### src/rtl/evcnt_pkg.sv
package evcnt_pkg;
  localparam int unsigned CTL_MASK_LSB = 8;
  localparam int unsigned CTL_IE_BIT   = 16;
  localparam int unsigned WORD_SHIFT   = 3;
endpackage

### src/rtl/evcnt_inc.sv
module evcnt_inc #(
  parameter int NUM_THREADS  = 4,
  parameter int NUM_EVT      = 16,
  parameter int GLOBAL_FIRST = 12,
  localparam int EVT_W = $clog2(NUM_EVT),
  localparam int INC_W = $clog2(NUM_THREADS + 1)
) (
  input  logic [NUM_THREADS*NUM_EVT-1:0] evt_i,
  input  logic [EVT_W-1:0]               id_i,
  input  logic [NUM_THREADS-1:0]         mask_i,
  output logic [INC_W-1:0]               inc_o
);
  logic is_global;
  logic [NUM_THREADS-1:0] hit;

  assign is_global = (int'(id_i) >= GLOBAL_FIRST);

  for (genvar t = 0; t < NUM_THREADS; t++) begin : g_thr
    assign hit[t] = (id_i != '0) && (is_global || mask_i[t]) &&
                    evt_i[t*NUM_EVT + int'(id_i)];
  end

  always_comb begin
    inc_o = '0;
    for (int t = 0; t < NUM_THREADS; t++)
      if (hit[t]) inc_o = inc_o + INC_W'(1);
  end
endmodule

### src/rtl/evcnt_slot.sv
module evcnt_slot #(
  parameter int NUM_THREADS  = 4,
  parameter int NUM_EVT      = 16,
  parameter int GLOBAL_FIRST = 12,
  parameter int CNT_W        = 24,
  localparam int EVT_W = $clog2(NUM_EVT),
  localparam int INC_W = $clog2(NUM_THREADS + 1)
) (
  input  logic                           clk_i,
  input  logic                           rst_i,
  input  logic [NUM_THREADS*NUM_EVT-1:0] evt_i,
  input  logic                           cnt_we_i,
  input  logic [CNT_W-1:0]               cnt_wdata_i,
  input  logic                           ctl_we_i,
  input  logic [EVT_W-1:0]               id_wdata_i,
  input  logic [NUM_THREADS-1:0]         mask_wdata_i,
  input  logic                           ie_wdata_i,
  input  logic                           sts_clr_i,
  output logic [CNT_W-1:0]               cnt_o,
  output logic [EVT_W-1:0]               id_o,
  output logic [NUM_THREADS-1:0]         mask_o,
  output logic                           ie_o,
  output logic                           sts_o
);
  logic [CNT_W-1:0]       cnt_q;
  logic [EVT_W-1:0]       id_q;
  logic [NUM_THREADS-1:0] mask_q;
  logic                   ie_q, sts_q;
  logic [INC_W-1:0]       inc;
  logic [CNT_W:0]         sum;
  logic                   wrap;

  evcnt_inc #(
    .NUM_THREADS(NUM_THREADS), .NUM_EVT(NUM_EVT), .GLOBAL_FIRST(GLOBAL_FIRST)
  ) u_inc (
    .evt_i(evt_i), .id_i(id_q), .mask_i(mask_q), .inc_o(inc)
  );

  assign sum  = {1'b0, cnt_q} + (CNT_W+1)'(inc);
  assign wrap = !cnt_we_i && sum[CNT_W];

  always_ff @(posedge clk_i) begin
    if (rst_i) begin
      cnt_q  <= '0;
      id_q   <= '0;
      mask_q <= '0;
      ie_q   <= 1'b0;
      sts_q  <= 1'b0;
    end else begin
      if (cnt_we_i)        cnt_q <= cnt_wdata_i;
      else if (id_q != '0) cnt_q <= sum[CNT_W-1:0];
      if (ctl_we_i) begin
        id_q   <= id_wdata_i;
        mask_q <= mask_wdata_i;
        ie_q   <= ie_wdata_i;
      end
      if (wrap)           sts_q <= 1'b1;
      else if (sts_clr_i) sts_q <= 1'b0;
    end
  end

  assign cnt_o  = cnt_q;
  assign id_o   = id_q;
  assign mask_o = mask_q;
  assign ie_o   = ie_q;
  assign sts_o  = sts_q;

  assert_step_bounded_R2: assert property (@(posedge clk_i) disable iff (rst_i)
    int'(inc) <= NUM_THREADS);
  assert_hold_disabled_R4: assert property (@(posedge clk_i) disable iff (rst_i)
    (id_q == '0 && !cnt_we_i) |=> cnt_q == $past(cnt_q));
  assert_write_wins_R8: assert property (@(posedge clk_i) disable iff (rst_i)
    cnt_we_i |=> cnt_q == $past(cnt_wdata_i));
  assert_wrap_sets_status_R5: assert property (@(posedge clk_i) disable iff (rst_i)
    (id_q != '0 && !cnt_we_i && sum[CNT_W]) |=> sts_q);
endmodule

### src/rtl/evcnt_unit.sv
module evcnt_unit #(
  parameter int NUM_CNT      = 2,
  parameter int NUM_THREADS  = 4,
  parameter int NUM_EVT      = 16,
  parameter int GLOBAL_FIRST = 12,
  parameter int CNT_W        = 24,
  parameter int ADDR_W       = 6,
  parameter int DATA_W       = 32,
  localparam int EVT_W  = $clog2(NUM_EVT),
  localparam int IDX_W  = ADDR_W - evcnt_pkg::WORD_SHIFT
) (
  input  logic                           clk_i,
  input  logic                           rst_i,
  input  logic [NUM_THREADS*NUM_EVT-1:0] evt_i,
  input  logic                           req_valid_i,
  output logic                           req_ready_o,
  input  logic                           req_write_i,
  input  logic [ADDR_W-1:0]              req_addr_i,
  input  logic [DATA_W-1:0]              req_wdata_i,
  output logic                           rsp_valid_o,
  output logic [DATA_W-1:0]              rsp_rdata_o,
  output logic                           irq_o
);
  import evcnt_pkg::*;

  logic [IDX_W-1:0] widx;
  logic             aligned, wr;
  logic [NUM_CNT-1:0] sts, ie;
  logic [NUM_CNT-1:0][CNT_W-1:0]       cnt;
  logic [NUM_CNT-1:0][EVT_W-1:0]       id;
  logic [NUM_CNT-1:0][NUM_THREADS-1:0] mask;
  logic [DATA_W-1:0] rd_mux;
  logic              rsp_valid_q, irq_q;
  logic [DATA_W-1:0] rsp_rdata_q;

  assign widx    = req_addr_i[ADDR_W-1:WORD_SHIFT];
  assign aligned = (req_addr_i[WORD_SHIFT-1:0] == '0);
  assign wr      = req_valid_i && req_write_i && aligned;

  for (genvar k = 0; k < NUM_CNT; k++) begin : g_slot
    evcnt_slot #(
      .NUM_THREADS(NUM_THREADS), .NUM_EVT(NUM_EVT),
      .GLOBAL_FIRST(GLOBAL_FIRST), .CNT_W(CNT_W)
    ) u_slot (
      .clk_i       (clk_i),
      .rst_i       (rst_i),
      .evt_i       (evt_i),
      .cnt_we_i    (wr && int'(widx) == k),
      .cnt_wdata_i (req_wdata_i[CNT_W-1:0]),
      .ctl_we_i    (wr && int'(widx) == NUM_CNT + k),
      .id_wdata_i  (req_wdata_i[EVT_W-1:0]),
      .mask_wdata_i(req_wdata_i[CTL_MASK_LSB +: NUM_THREADS]),
      .ie_wdata_i  (req_wdata_i[CTL_IE_BIT]),
      .sts_clr_i   (wr && int'(widx) == 2*NUM_CNT && req_wdata_i[k]),
      .cnt_o       (cnt[k]),
      .id_o        (id[k]),
      .mask_o      (mask[k]),
      .ie_o        (ie[k]),
      .sts_o       (sts[k])
    );
  end

  always_comb begin
    rd_mux = '0;
    if (aligned) begin
      for (int k = 0; k < NUM_CNT; k++) begin
        if (int'(widx) == k) rd_mux[CNT_W-1:0] = cnt[k];
        if (int'(widx) == NUM_CNT + k) begin
          rd_mux[EVT_W-1:0] = id[k];
          rd_mux[CTL_MASK_LSB +: NUM_THREADS] = mask[k];
          rd_mux[CTL_IE_BIT] = ie[k];
        end
      end
      if (int'(widx) == 2*NUM_CNT) rd_mux[NUM_CNT-1:0] = sts;
    end
  end

  always_ff @(posedge clk_i) begin
    if (rst_i) begin
      rsp_valid_q <= 1'b0;
      rsp_rdata_q <= '0;
      irq_q       <= 1'b0;
    end else begin
      rsp_valid_q <= req_valid_i;
      rsp_rdata_q <= (req_valid_i && !req_write_i) ? rd_mux : '0;
      irq_q       <= |(sts & ie);
    end
  end

  assign req_ready_o = 1'b1;
  assign rsp_valid_o = rsp_valid_q;
  assign rsp_rdata_o = rsp_rdata_q;
  assign irq_o       = irq_q;

  assert_irq_follows_R7: assert property (@(posedge clk_i) disable iff (rst_i)
    ##1 irq_o == $past(|(sts & ie)));
  assert_rsp_latency_R9: assert property (@(posedge clk_i) disable iff (rst_i)
    req_valid_i |=> rsp_valid_o);
endmodule

### config.mk
export PLATFORM = sky130hd
export DESIGN_NAME = evcnt_unit
export DESIGN_NICKNAME = d
export VERILOG_FILES = /design/src/rtl/evcnt_pkg.sv /design/src/rtl/evcnt_inc.sv /design/src/rtl/evcnt_slot.sv /design/src/rtl/evcnt_unit.sv
export SDC_FILE = /design/constraint.sdc
export NUM_CORES = 1
export LEC_CHECK = 0
export BUFFER_PORTS_ARGS = -buffer_cell sky130_fd_sc_hd__buf_2
export CAP_MARGIN = 10
export CORE_MARGIN = 4
export CORE_UTILIZATION = 30
export DETAILED_ROUTE_END_ITERATION = 7
export SLEW_MARGIN = 40
export SYNTH_ARGS = -nofsm -noshare
export SYNTH_HDL_FRONTEND = slang
export SYNTH_SLANG_ARGS = --single-unit
### constraint.sdc
create_clock -name clk_i -period 4.7 [get_ports clk_i]
set_input_delay 0.705 -clock clk_i [delete_from_list [all_inputs] [get_ports clk_i]]
set_output_delay 0.705 -clock clk_i [all_outputs]
set_load 0.05 [all_outputs]
# == Yosys cells after proc, flatten, opt, wreduce, memory -nomap -nowiden ==
# Cells that the tools add are included.
# totals
register_bits,102
memories,0
rom_bits,0
wordCells,141
latchBits,0
input_bits,106
out_inout_bits,35
mem_bits_rw,0
# classes
add_sub_neg,14
mux,47
div,0
magnitude_cmp,10
bitwise_logic,3
eq_ne,4
mul,0
n_reduce_logical,49
shift,0
# op_table
op,count
2-to-1 mux 24 bit,6
adder 24 x 3 -> 25 bit,2
binary-select mux 1 bit (select 6 bit),6
"adder 6 x 4 -> 7 bit, first input constant",4
logical AND 1 bit,28
"< comparator 7 bit, second input constant",4
2-to-1 mux 1 bit,22
"adder 3 x 1 -> 3 bit, second input constant",6
2-to-1 mux 3 bit,6
2-to-1 mux 4 bit,4
"< comparator 4 x 7 -> 1 bit, second input constant",2
"< comparator 6 x 7 -> 1 bit, second input constant",2
"adder 5 x 4 -> 6 bit, first input constant",2
"equality test 3 bit, second input constant",3
binary-select mux 1 bit (select 4 bit),2
">= comparator 4 bit, second input constant",2
logical OR 1 bit,8
nonzero test 2 bit,4
nonzero test 4 bit,2
zero test 3 bit,2
"equality test 3 x 2 -> 1 bit, second input constant",1
zero test 1 bit,3
OR reduction 3 bit,1
bitwise AND 2 bit,1
3 further kinds,4

# == Logic depth before layout (Yosys ltp) ==
# Gate-level depths: netlist of run 1.
# logic_depth
ltp_word,14
ltp_mapped,18
depth_no_buf,16

# == Hierarchy ==
# Synthesis of run 1 repeated with hierarchy kept, for this count alone.
# unflattened
hier_cells,728
hier_area_um2,6668.9
# by_module_without_submodules
module,instances,cells_each,seq_area_each_um2,area_each_um2
evcnt_slot,2,226,680.7,1924.3
evcnt_unit,1,138,520.5,1431.4
evcnt_inc,2,69,0.0,694.4

# == Worst setup path before layout of run 1 ==
# No wires, ideal clock.
# synth_path
path_type,input to register
from,in evt_i[29]
to,reg g_slot[1].u_slot.cnt_q[19]
required_time_ps,4609
setup_slack_ps,432
path_buffers,0
t_arrival_ps,4177
setup_time_ps,91
cell_stages,14
cell_sequence,mux4_1 mux4_2 o211ai_1 inv_1 ha_1 xor2_1 ha_1 mux2_2 ha_1 a21o_1 a21o_1 nand3_1 or4_1 a311oi_1
# synth_between
elab_chain_cells,12
word_cells_on_any_way,20
cone_classes,3 x add/sub; 14 x mux; 3 x reduce/logical
# synth_rtl
element,line_no,source
"start, declared",evcnt_unit.sv:14,"input logic [NUM_THREADS*NUM_EVT-1:0] evt_i,"
binary-select mux 1 bit (select 6 bit),evcnt_inc.sv:20,evt_i[t*NUM_EVT + int'(id_i)];
2-to-1 mux 1 bit (not written as such) (2 in series),evcnt_inc.sv:20,
logical AND 1 bit,evcnt_inc.sv:19,assign hit[t] = (id_i != '0) && (is_global || mask_i[t]) &&
2-to-1 mux 3 bit,evcnt_inc.sv:26,if (hit[t]) inc_o = inc_o + INC_W'(1);
adder 3 x 1 -> 3 bit,evcnt_inc.sv:26,
2-to-1 mux 3 bit,evcnt_inc.sv:26,
adder 3 x 1 -> 3 bit,evcnt_inc.sv:26,
2-to-1 mux 3 bit (*),evcnt_inc.sv:26,
adder 24 x 3 -> 25 bit (*),evcnt_slot.sv:39,"assign sum = {1'b0, cnt_q} + (CNT_W+1)'(inc);"
2-to-1 mux 24 bit (*),evcnt_slot.sv:51,else if (id_q != '0) cnt_q <= sum[CNT_W-1:0];
2-to-1 mux 24 bit (*),evcnt_slot.sv:50,if (cnt_we_i) cnt_q <= cnt_wdata_i;
"end signal, assigned",evcnt_slot.sv:50,
"end signal, assigned",evcnt_slot.sv:51,
"end, declared",evcnt_slot.sv:25,logic [CNT_W-1:0] cnt_q;
# Every way passes the cells marked *; elsewhere a longest branch is shown, timed or not. The select of a mux whose other input is x is not followed.
# A chain may end at the register's enable or synchronous reset.

# == Final worst setup path of run 1 ==
# layout_path
from,reg g_slot[0].u_slot.id_q[0]
to,reg g_slot[0].u_slot.cnt_q[21]
# layout_between
elab_chain_cells,14
word_cells_on_any_way,39
cone_classes,7 x add/sub; 1 x order compare; 17 x mux; 14 x reduce/logical
# layout_rtl
element,line_no,source
"start, declared",evcnt_slot.sv:26,logic [EVT_W-1:0] id_q;
"start signal, assigned",evcnt_slot.sv:53,id_q <= id_wdata_i;
"parallel branches: the longest is 14 deep, another holds adder 24 x 3 -> 25 bit",--,
"end signal, assigned",evcnt_slot.sv:50,
"end signal, assigned",evcnt_slot.sv:51,
"end, declared",evcnt_slot.sv:25,
# Several ways; the timed one is not identified. The select of a mux whose other input is x is not followed.

==> results.yml, run 1 <==
floorplanning:
  num_io_pins: 141
  chipWidth_um: 151
  initial_utilization: 0.305
  die_h_um: 151
  coreArea_sq_um: 20200
  fp-row-count: 52
  die_area_sq_um: 22900
cts:
  clk_latency_ps: 360
  clk_pin_slew_worst_paths_ps: 70
  clock_path_buffers: 2
  htreeDepth: 3
  holdBufCountCts: 0
  root_buffer: "clkbuf_16"
  cts.sinks: 94
  numCtsBuffers: 9
  cts_tree: "built"
logic_synthesis:
  yosys-top-cells-area: "dfxtp_1, mux4_1, mux2i_1"
  synth_area_sq_um: 6170
  netlist_instances: 635
  async_flop_share: 0
  synth_ff_type: "dfxtp_1"
  synth-seq-cells: 94
  synth_edf_count: 0
  yosys_warnings: 0
  synth.distinct_cells: 61
  synth_top_area_cell: "dfxtp_1"
  synth_top_area_frac: 0.305
  seq_area_frac_synth: 0.305
  avgSynthCellArea_sq_um: 9.71
drt:
  top_layer: "met4"
  drtAntennaViolNets: 0
  drt-wirelength-per-cell_um: 17.6
  wl_met3_um: 792
  vias: 5312
  wl_met1_mm: 8.57
  wirelength_mm: 18.0
  drtPass1Iterations: 5
  met2_length_mm: 8.30
  post_drt_via_cell_ratio: 5.19
  drtIter0Drc: 322
  drc: 0
power_and_ir_drop:
  switchingPower_uw: 399
  seq_power_share: 0.447
  intPower_mw: 1.39
  clockPowerShare: 0.471
  ir_drop_mv: 0.147
  p_leak_nw: 2.89
  power_frac_comb: 0.082
  sw_frac_of_total: 0.223
  p_per_area_nw_per_um2: 242
placed_design:
  pre_cts_slack_ps: -26.5
  gp_congestion: 0.824
  dp_hpwl_mm: 13.8
  port_buffers: 123
worst_setup_path:
  crit_type: "register to register"
  end_kind: "register"
  r2r_slack_ps: 280
  required_ps: 4900
  startpoint_type: "register"
  cp_max_fo: 11
  cp_data_arrival_time_ps: 4620
min_path:
  hold_path.class: "register to register"
sta:
  slew_violations: 0
  fmax_mhz: 226
  layout_setup_ws_ps: 280
  min_period_ps: 4420
  skew_ps: 9.92
  finalCritPeriodShare: 0.940
  worst_slew_pin_slew_ps: 843
  setup_tns_ps: 0
  grt_setup_unrepaired: "false"
  max_slew_margin: 0.438
  finalHoldViolations: 0
  setup_viol: 0
grt:
  grt_pass1_wl_mm: 28.0
  grt_usage: 0.157
  overflow: 0
  antenna_found_initial: 1
  grt_max_degree: 70
  grt_pass1_vias: 5065
layout:
  areaGrowthSynthToFinish_pct: 20.2
  layout-drive-gt1-share: 0.269
  finalNetCount: 868
  final_common_cell: "buf_2"
  final_cell_mix: "buf_2, nor2_1, dfxtp_1"
job:
  drv_cap: 0
outcome:
  status: "complete, no violations"
-- area by class of cell --
class	instances	area [sq um]
Inverter	10	37.5
Clock buffer	11	243
Multi-Input combinational cell	482	3990
Timing Repair Buffer	151	826
Clock inverter	4	95.1
Sequential cell	94	1890
Antenna cell	1	2.50
Fill cell	2047	12800
Tap cell	270	338
-- path summary, 6_finish.rpt --
path / depth (start not counted) / endpoint / start
setup / recovery: 16 / g_slot[0].u_slot.cnt_o[21] / g_slot[0].u_slot.id_o[0]
hold / removal: 2 / g_slot[0].u_slot.sts_o / g_slot[0].u_slot.sts_o
setup reg to reg: 16 / g_slot[0].u_slot.cnt_o[21] / g_slot[0].u_slot.id_o[0]
hold reg to reg: 2 / g_slot[0].u_slot.sts_o / g_slot[0].u_slot.sts_o
-- cells by family (layout without fill, tap and decap cells) --
family | Yosys count | count (layout) | share of synthesized area
AND/OR/NAND/NOR | 238 | 238 | 0.202
AO/OA/AOI/OAI | 96 | 96 | 0.113
flip-flops | 94 | 94 | 0.305
multiplexers | 89 | 89 | 0.239
buffers and inverters | 66 | 176 | 0.0576
XOR/XNOR | 36 | 36 | 0.0511
adder cells (fa/ha/maj) | 14 | 14 | 0.0308
other | 2 | 10 | 0.00122
-- sequential cells by signal, summed over array words and instances, names as in the netlist --
name                  count
rsp_rdata_o              24
g_slot.u_slot.ie_o        2
g_slot.u_slot.id_o        8
rsp_valid_o               1
g_slot.u_slot.cnt_o      48
g_slot.u_slot.mask_o      8
irq_o                     1
g_slot.u_slot.sts_o       2
-- routing by layer --
| metal | up-vias | track usage |
|---|---|---|
| met5 | - | 0 |
| li1 | 2597 | - |
| met3 | 27 | 0.0200 |
| met2 | 127 | 0.243 |
| met4 | 0 | 0.0539 |
| met1 | 2561 | 0.226 |
-- power groups by stage --
stage | combinational (mW) | sequential, mW | clock (mW)
floorplan | 0.0805 | 0.820 | 0
global placement | 0.144 | 0.820 | 0
detailed placement | 0.145 | 0.820 | 0
CTS | 0.145 | 0.802 | 0.859
global route | 0.156 | 0.801 | 0.888
finish | 0.146 | 0.801 | 0.845
-- synth_stat cells, types with 9 or more instances --
| master | number |
|---|---|
| nor2_1 | 98 |
| dfxtp_1 | 94 |
| mux2i_1 | 47 |
| a211oi_1 | 30 |
| nand2_1 | 30 |
| mux4_1 | 27 |
| clkbuf_1 | 25 |
| xnor2_1 | 19 |
| nand3_1 | 18 |
| a21oi_1 | 17 |
| xor2_1 | 17 |
| nand4_1 | 14 |
| a311oi_1 | 12 |
| ha_1 | 12 |
| buf_2 | 11 |
| mux4_2 | 11 |
| inv_1 | 10 |
| buf_4 | 9 |
| or4_1 | 9 |
-- repair_timing --
action	4_1_cts	5_1_grt
setup buffers	0	0
gates resized for setup	1	6
pin swaps	0	0
endpoints found under the setup margin	9	26
-- critical path: stages (launching register included) --
cell	delay, ps
dfxtp_2	500
mux4_1	630
mux4_2	490
o211ai_1	140
inv_1	70
ha_1	300
xor2_1	230
ha_1	270
mux2_2	290
ha_1	280
a21o_1	100
a21oi_1	70
buf_4	180
nor4b_1	290
buf_4	180
mux2i_1	170
a21oi_1	70
-- metrics by stage --
step / instances / total power [mW] / hold WS, ps / util / instance area [sq um]
6_report: 1023 / 1.79 / 481 / 0.366 / 7410
5_1_grt: 1023 / 1.85 / 512 / 0.366 / 7410
4_1_cts: 1022 / 1.81 / 486 / 0.365 / 7390
3_5_place_dp: 1007 / 0.965 / 477 / 0.349 / 7050
3_3_place_gp: 1007 / 0.964 / 468 / 0.349 / 7050
2_1_floorplan: 642 / 0.901 / 445 / - / 6190
Power figures use the tool's default switching activity.
==> run 2: changes to the inputs <==
--- a/config.mk
+++ b/config.mk
@@ -10,6 +10,7 @@
 export CORE_MARGIN = 4
 export CORE_UTILIZATION = 30
 export DETAILED_ROUTE_END_ITERATION = 7
+export RECOVER_POWER = 50
 export SLEW_MARGIN = 40
 export SYNTH_ARGS = -nofsm -noshare
 export SYNTH_HDL_FRONTEND = slang
==> run 2 against run 1 <==
  * The flow now finishes with violations (capacitance limit, slew limit)
  * Non-clock buffer count unchanged
  * Sequential share of layout area is 0.15 points higher
  * Flip-flop and latch count unchanged
  * Cell count unchanged
  * Global-route usage unchanged
  * Die area unchanged
  * Hold slack worse by 1.3 ps
  * Utilization is 0.22 points lower
  * First-iteration DRC count shrank 6.2%
  * Fmax is 0.13% lower
  * Via count fell by 0.85%
  * Largest power group unchanged
  * Highest routed layer unchanged
==> results.yml, run 2 (synthesis results as in run 1) <==
outcome:
  status: "finished with violations"
  violations: "capacitance limit, slew limit"
worst_setup_path:
  cp_max_fo: 11
  end_kind: "register"
  r2r_slack_ps: 270
  crit_family: "multiplexers"
  critPathMostFrequentCell: "ha_1"
  r2r_cells: 16
  cp.depth: 16
  crit_slowest_cell: "mux4_1"
  startpoint_type: "register"
  r2r_start: "g_slot[0].u_slot.id_o[0]"
  path_cells: "mux4_1 > mux4_2 > o211ai_1 > inv_1 > ha_1 > xor2_1 > ha_1 > mux2_2 > ha_1 > a21o_1 > a21oi_1 > buf_4 > nor4b_1 > buf_4 > mux2i_1 > a21oi_1"
  crit_type: "register to register"
  path_buf_inv: 3
  worstSetupStartpoint: "g_slot[0].u_slot.id_o[0]"
  required_ps: 4900
  cpPeakStageDelay_ps: 630
  cp_data_arrival_time_ps: 4630
sta:
  max_slew_margin: -0.339
  fmax_mhz: 226
  slew_violations: 32
  hold_slack_ps: 480
  worst_slew_pin_slew_ps: 2010
  setup_viol: 0
  finalHoldViolations: 0
  min_period_ps: 4430
  grt_setup_unrepaired: "false"
  layout_setup_ws_ps: 274
  skew_ps: 8.42
  finalCritPeriodShare: 0.942
layout:
  areaGrowthSynthToFinish_pct: 19.5
  finalNetCount: 868
  layout-drive-gt1-share: 0.230
  final_cells: 1023
  final_common_cell: "nor2_1"
  fill_cells: 2060
  final_cell_mix: "nor2_1, buf_2, dfxtp_1"
  final_util: 0.364
  largest_reg_flops: 48
grt:
  grt_pass1_vias: 5065
  grt_max_degree: 70
  overflow: 0
  grt_pass1_wl_mm: 28.0
  grt_usage: 0.157
  antenna_found_initial: 1
cts:
  cts_setup_buffers: 0
  holdBufCountCts: 0
  clk_pin_slew_worst_paths_ps: 70
  root_buffer: "clkbuf_16"
  htreeDepth: 3
  cts_tree: "built"
  clk_latency_ps: 360
  ctsResizeCount: 1
  cts.sinks: 94
  numCtsBuffers: 9
  clock_path_buffers: 2
floorplanning:
  die_h_um: 151
  coreArea_sq_um: 20200
  die_area_sq_um: 22900
  fp-row-count: 52
  initial_utilization: 0.305
  num_io_pins: 141
  chipWidth_um: 151
drt:
  drtPass1Iterations: 4
  post_drt_via_cell_ratio: 5.15
  drtIter0Drc: 302
  vias: 5267
  drc: 0
  drt-wirelength-per-cell_um: 17.6
  drtAntennaViolNets: 0
  wirelength_mm: 18.0
power_and_ir_drop:
  p_per_area_nw_per_um2: 243
  total_power_mw: 1.79
  ir_drop_mv: 0.147
  p_leak_nw: 2.76
placed_design:
  dpl.cell_count: 1007
  pre_cts_slack_ps: -26.5
  port_buffers: 123
  gp_congestion: 0.824
  dp_hpwl_mm: 13.8
min_path:
  min-delay-start: "g_slot[0].u_slot.sts_o"
  hold_depth: 2
  hold_path.class: "register to register"
job:
  drv_cap: 1
[run 2: cell count changes in the layout (fill, tap and decap cells not counted)]
cell      change
buf_4         -1
clkbuf_1     +28
nor4bb_2      -1
nor4bb_1      +1
buf_2        -27
[run 2: report_power, final]
group,total (mW),internal [mW],switching [mW]
Sequential,0.801,0.798,0.00314
Clock,0.846,0.531,0.315
Combinational,0.146,0.0643,0.0819
Total,1.79,1.39,0.400
[run 2: cell type report]
cell class / instances / area, sq um / area share
Antenna cell: 1 / 2.50 / 0.000340
Clock buffer: 11 / 243 / 0.0329
Clock inverter: 4 / 95.1 / 0.0129
Inverter: 10 / 37.5 / 0.00509
Multi-Input combinational cell: 482 / 3980 / 0.540
Sequential cell: 94 / 1890 / 0.256
Tap cell: 270 / 338 / 0.0458
Timing Repair Buffer: 151 / 788 / 0.107
[run 2: worst paths after layout]
kind / to
min reg2reg: g_slot[0].u_slot.sts_o
max reg2reg: g_slot[0].u_slot.cnt_o[21]
min: g_slot[0].u_slot.sts_o
max: g_slot[0].u_slot.cnt_o[21]
[run 2: stage by stage]
stage	instance area [sq um]	TNS [ps]
6_report	7370	0
2_1_floorplan	6190	0
4_1_cts	7390	0
3_5_place_dp	7050	-92.8
5_1_grt	7370	0
3_3_place_gp	7050	-19.2
[run 2: layer usage]
metal / GRT usage / part of all wire / up-vias
met2: 0.243 / 0.46 / 126
met5: 0 / 0 / -
met4: 0.0539 / 0.018 / 0
met3: 0.0200 / 0.046 / 25
li1: - / - / 2598
met1: 0.226 / 0.47 / 2518
[run 2: worst min-delay path: stages (launching register included)]
cell and delay, ps:
dfxtp_1 330, nand2_1 60, a21oi_1 50
==> run 3: changes to the inputs <==
--- a/config.mk
+++ b/config.mk
@@ -5,6 +5,7 @@
 export SDC_FILE = /design/constraint.sdc
 export NUM_CORES = 1
 export LEC_CHECK = 0
+export ABC_AREA = 1
 export BUFFER_PORTS_ARGS = -buffer_cell sky130_fd_sc_hd__buf_2
 export CAP_MARGIN = 10
 export CORE_MARGIN = 4
==> run 3 against run 2 <==
  * The flow now finishes without violations
  * Clock skew down 2.0 ps
  * Flip-flop and latch count unchanged
  * Sequential share of layout area decreased by 2.4 points
  * Wire length up 38%
  * Die area increased by 13%
  * Utilization fell by 0.95 points
  * Critical path depth increased by 10
  * Cell count rose by 56%
  * Fmax grew 6.7%
  * First-iteration DRC count rose by 150%
  * Highest routed layer unchanged
==> results.yml, run 3 <==
layout:
  final_common_cell: "nand2_1"
  fill_cells: 2569
  largest_reg_flops: 48
  final_cell_mix: "nand2_1, inv_1, nor2_1"
  antenna_cells: 0
  final_util: 0.355
  finalNetCount: 1394
  areaGrowthSynthToFinish_pct: 15.0
  layout-drive-gt1-share: 0.116
cts:
  cts.sinks: 94
  clk_latency_ps: 360
  htreeDepth: 3
  ctsResizeCount: 0
  numCtsBuffers: 9
  clock_path_buffers: 2
  cts_setup_buffers: 0
  clk_pin_slew_worst_paths_ps: 70
  cts_tree: "built"
  root_buffer: "clkbuf_16"
  holdBufCountCts: 0
logic_synthesis:
  synthMuxAreaShare: 0
  synth-seq-cells: 94
  synth_top_area_frac: 0.267
  synth.distinct_cells: 45
  synth_ff_type: "dfxtp_1"
  avgSynthCellArea_sq_um: 5.99
  async_flop_share: 0
  yosys-top-cells-area: "dfxtp_1, nand2_1, inv_1"
  yosys_warnings: 0
  synth_top_area_cell: "dfxtp_1"
  synth_edf_count: 0
  netlist_instances: 1177
  synth_area_sq_um: 7050
  seq_area_frac_synth: 0.267
  synth_xor_area_frac: 0.0211
  synthSimpleGateAreaFrac: 0.326
  synth_fa_ha_area_frac: 0.0270
  yosys-top-cells-count: "nand2_1, inv_1, nor2_1"
  synth_top_family_by_area: "simple AND/OR/NAND/NOR gates"
  synth_compound_area_frac: 0.211
  synth_most_common_cell: "nand2_1"
power_and_ir_drop:
  clockPowerShare: 0.444
  seq_power_share: 0.457
  ir_drop_mv: 0.145
  switchingPower_uw: 470
  sw_frac_of_total: 0.268
  intPower_mw: 1.28
  power_frac_comb: 0.099
  p_per_area_nw_per_um2: 216
  p_leak_nw: 3.64
  total_power_mw: 1.75
sta:
  slew_violations: 0
  setup_tns_ps: 0
  max_slew_margin: 0.184
  finalCritPeriodShare: 0.883
  fmax_mhz: 241
  worst_slew_pin_slew_ps: 1210
  min_period_ps: 4150
  finalHoldViolations: 0
  grt_setup_unrepaired: "false"
  skew_ps: 6.42
  setup_viol: 0
drt:
  drc: 0
  drtAntennaViolNets: 0
  wirelength_mm: 24.9
  vias: 7969
  wl_met1_mm: 11.6
  drtPass1Iterations: 7
  wl_met3_mm: 1.90
  met2_length_mm: 10.9
  drtIter0Drc: 744
  top_layer: "met4"
  drt-wirelength-per-cell_um: 15.6
  post_drt_via_cell_ratio: 5.01
outcome:
  status: "complete, no violations"
worst_setup_path:
  startpoint_type: "register"
  required_ps: 5000
  crit_type: "register to register"
  critPathMostFrequentCell: "nand2_1"
  cp_data_arrival_time_ps: 4450
  end_kind: "register"
  cp_max_fo: 20
  crit_slowest_cell: "inv_1"
  cpPeakStageDelay_ps: 540
  path_buf_inv: 6
  crit_family: "simple AND/OR/NAND/NOR gates"
grt:
  grt_max_degree: 48
  overflow: 0
  grt_pass1_vias: 7329
  grt_pass1_wl_mm: 39.1
  grt_usage: 0.185
  antenna_found_initial: 0
floorplanning:
  chipWidth_um: 161
  die_area_sq_um: 26000
  die_h_um: 161
  coreArea_sq_um: 22800
  num_io_pins: 141
  initial_utilization: 0.308
  fp-row-count: 55
placed_design:
  dp_hpwl_mm: 18.6
  gp_congestion: 0.923
  port_buffers: 123
job:
  drv_cap: 0
min_path:
  hold_path.class: "register to register"
-- run 3: path summary, 6_finish.rpt --
kind	startpoint	endpoint	slack [ps]	cells past startpoint
setup / recovery	g_slot[1].u_slot.id_o[0]	g_slot[1].u_slot.sts_o	550	26
hold / removal	g_slot[1].u_slot.cnt_o[5]	g_slot[1].u_slot.cnt_o[5]	490	2
setup reg to reg	g_slot[1].u_slot.id_o[0]	g_slot[1].u_slot.sts_o	550	26
hold reg to reg	g_slot[1].u_slot.cnt_o[5]	g_slot[1].u_slot.cnt_o[5]	490	2
-- run 3: per-stage QoR --
stage / std cells / setup slack (ps) / hold WS, ps / cell area (sq um)
finish: 1592 / 552 / 486 / 8110
global route: 1592 / 83.8 / 525 / 8110
CTS: 1591 / 288 / 490 / 8130
detailed placement: 1575 / 324 / 479 / 7820
global placement: 1575 / 368 / 474 / 7820
floorplan: 1184 / 1270 / 439 / 7070
-- run 3: kinds of logic (layout without fill, tap and decap cells) --
| kind of cell | count (synthesis) | in the layout |
|---|---|---|
| flip-flops | 94 | 94 |
| other | 2 | 9 |
| adder cells (fa/ha/maj) | 14 | 14 |
| AO/OA/AOI/OAI | 267 | 267 |
| AND/OR/NAND/NOR | 539 | 539 |
| buffers and inverters | 244 | 339 |
| XOR/XNOR | 17 | 17 |
-- run 3: layer usage --
metal | global-route usage | up-vias
met1 | 0.265 | 3614
li1 | - | 3969
met5 | 0 | -
met2 | 0.289 | 349
met3 | 0.0319 | 37
met4 | 0.0461 | 0
-- run 3: area by class of cell --
type / instances / area (sq um) / share of cell area
repair buffers: 129 / 633 / 0.0781
clock buffers: 10 / 239 / 0.0295
flip-flops and latches: 94 / 1880 / 0.232
inverters: 193 / 737 / 0.0909
clock inverters: 6 / 70.1 / 0.00864
well taps: 313 / 392 / 0.0483
repair inverters: 1 / 5.00 / 0.000617
multi-input cells: 846 / 4150 / 0.512
-- run 3: tightest hold or removal path: stages, from the launching register on --
cell,delay [ps]
dfxtp_1,320
nand2_1,60
a21oi_1,50
-- run 3: power by group through the flow --
stage | clock network [mW] | logic [mW] | registers, mW
after floorplan | 0 | 0.0961 | 0.820
after global placement | 0 | 0.170 | 0.819
after detailed placement | 0 | 0.170 | 0.819
after CTS | 0.795 | 0.171 | 0.800
after global routing | 0.826 | 0.189 | 0.801
final | 0.779 | 0.173 | 0.800
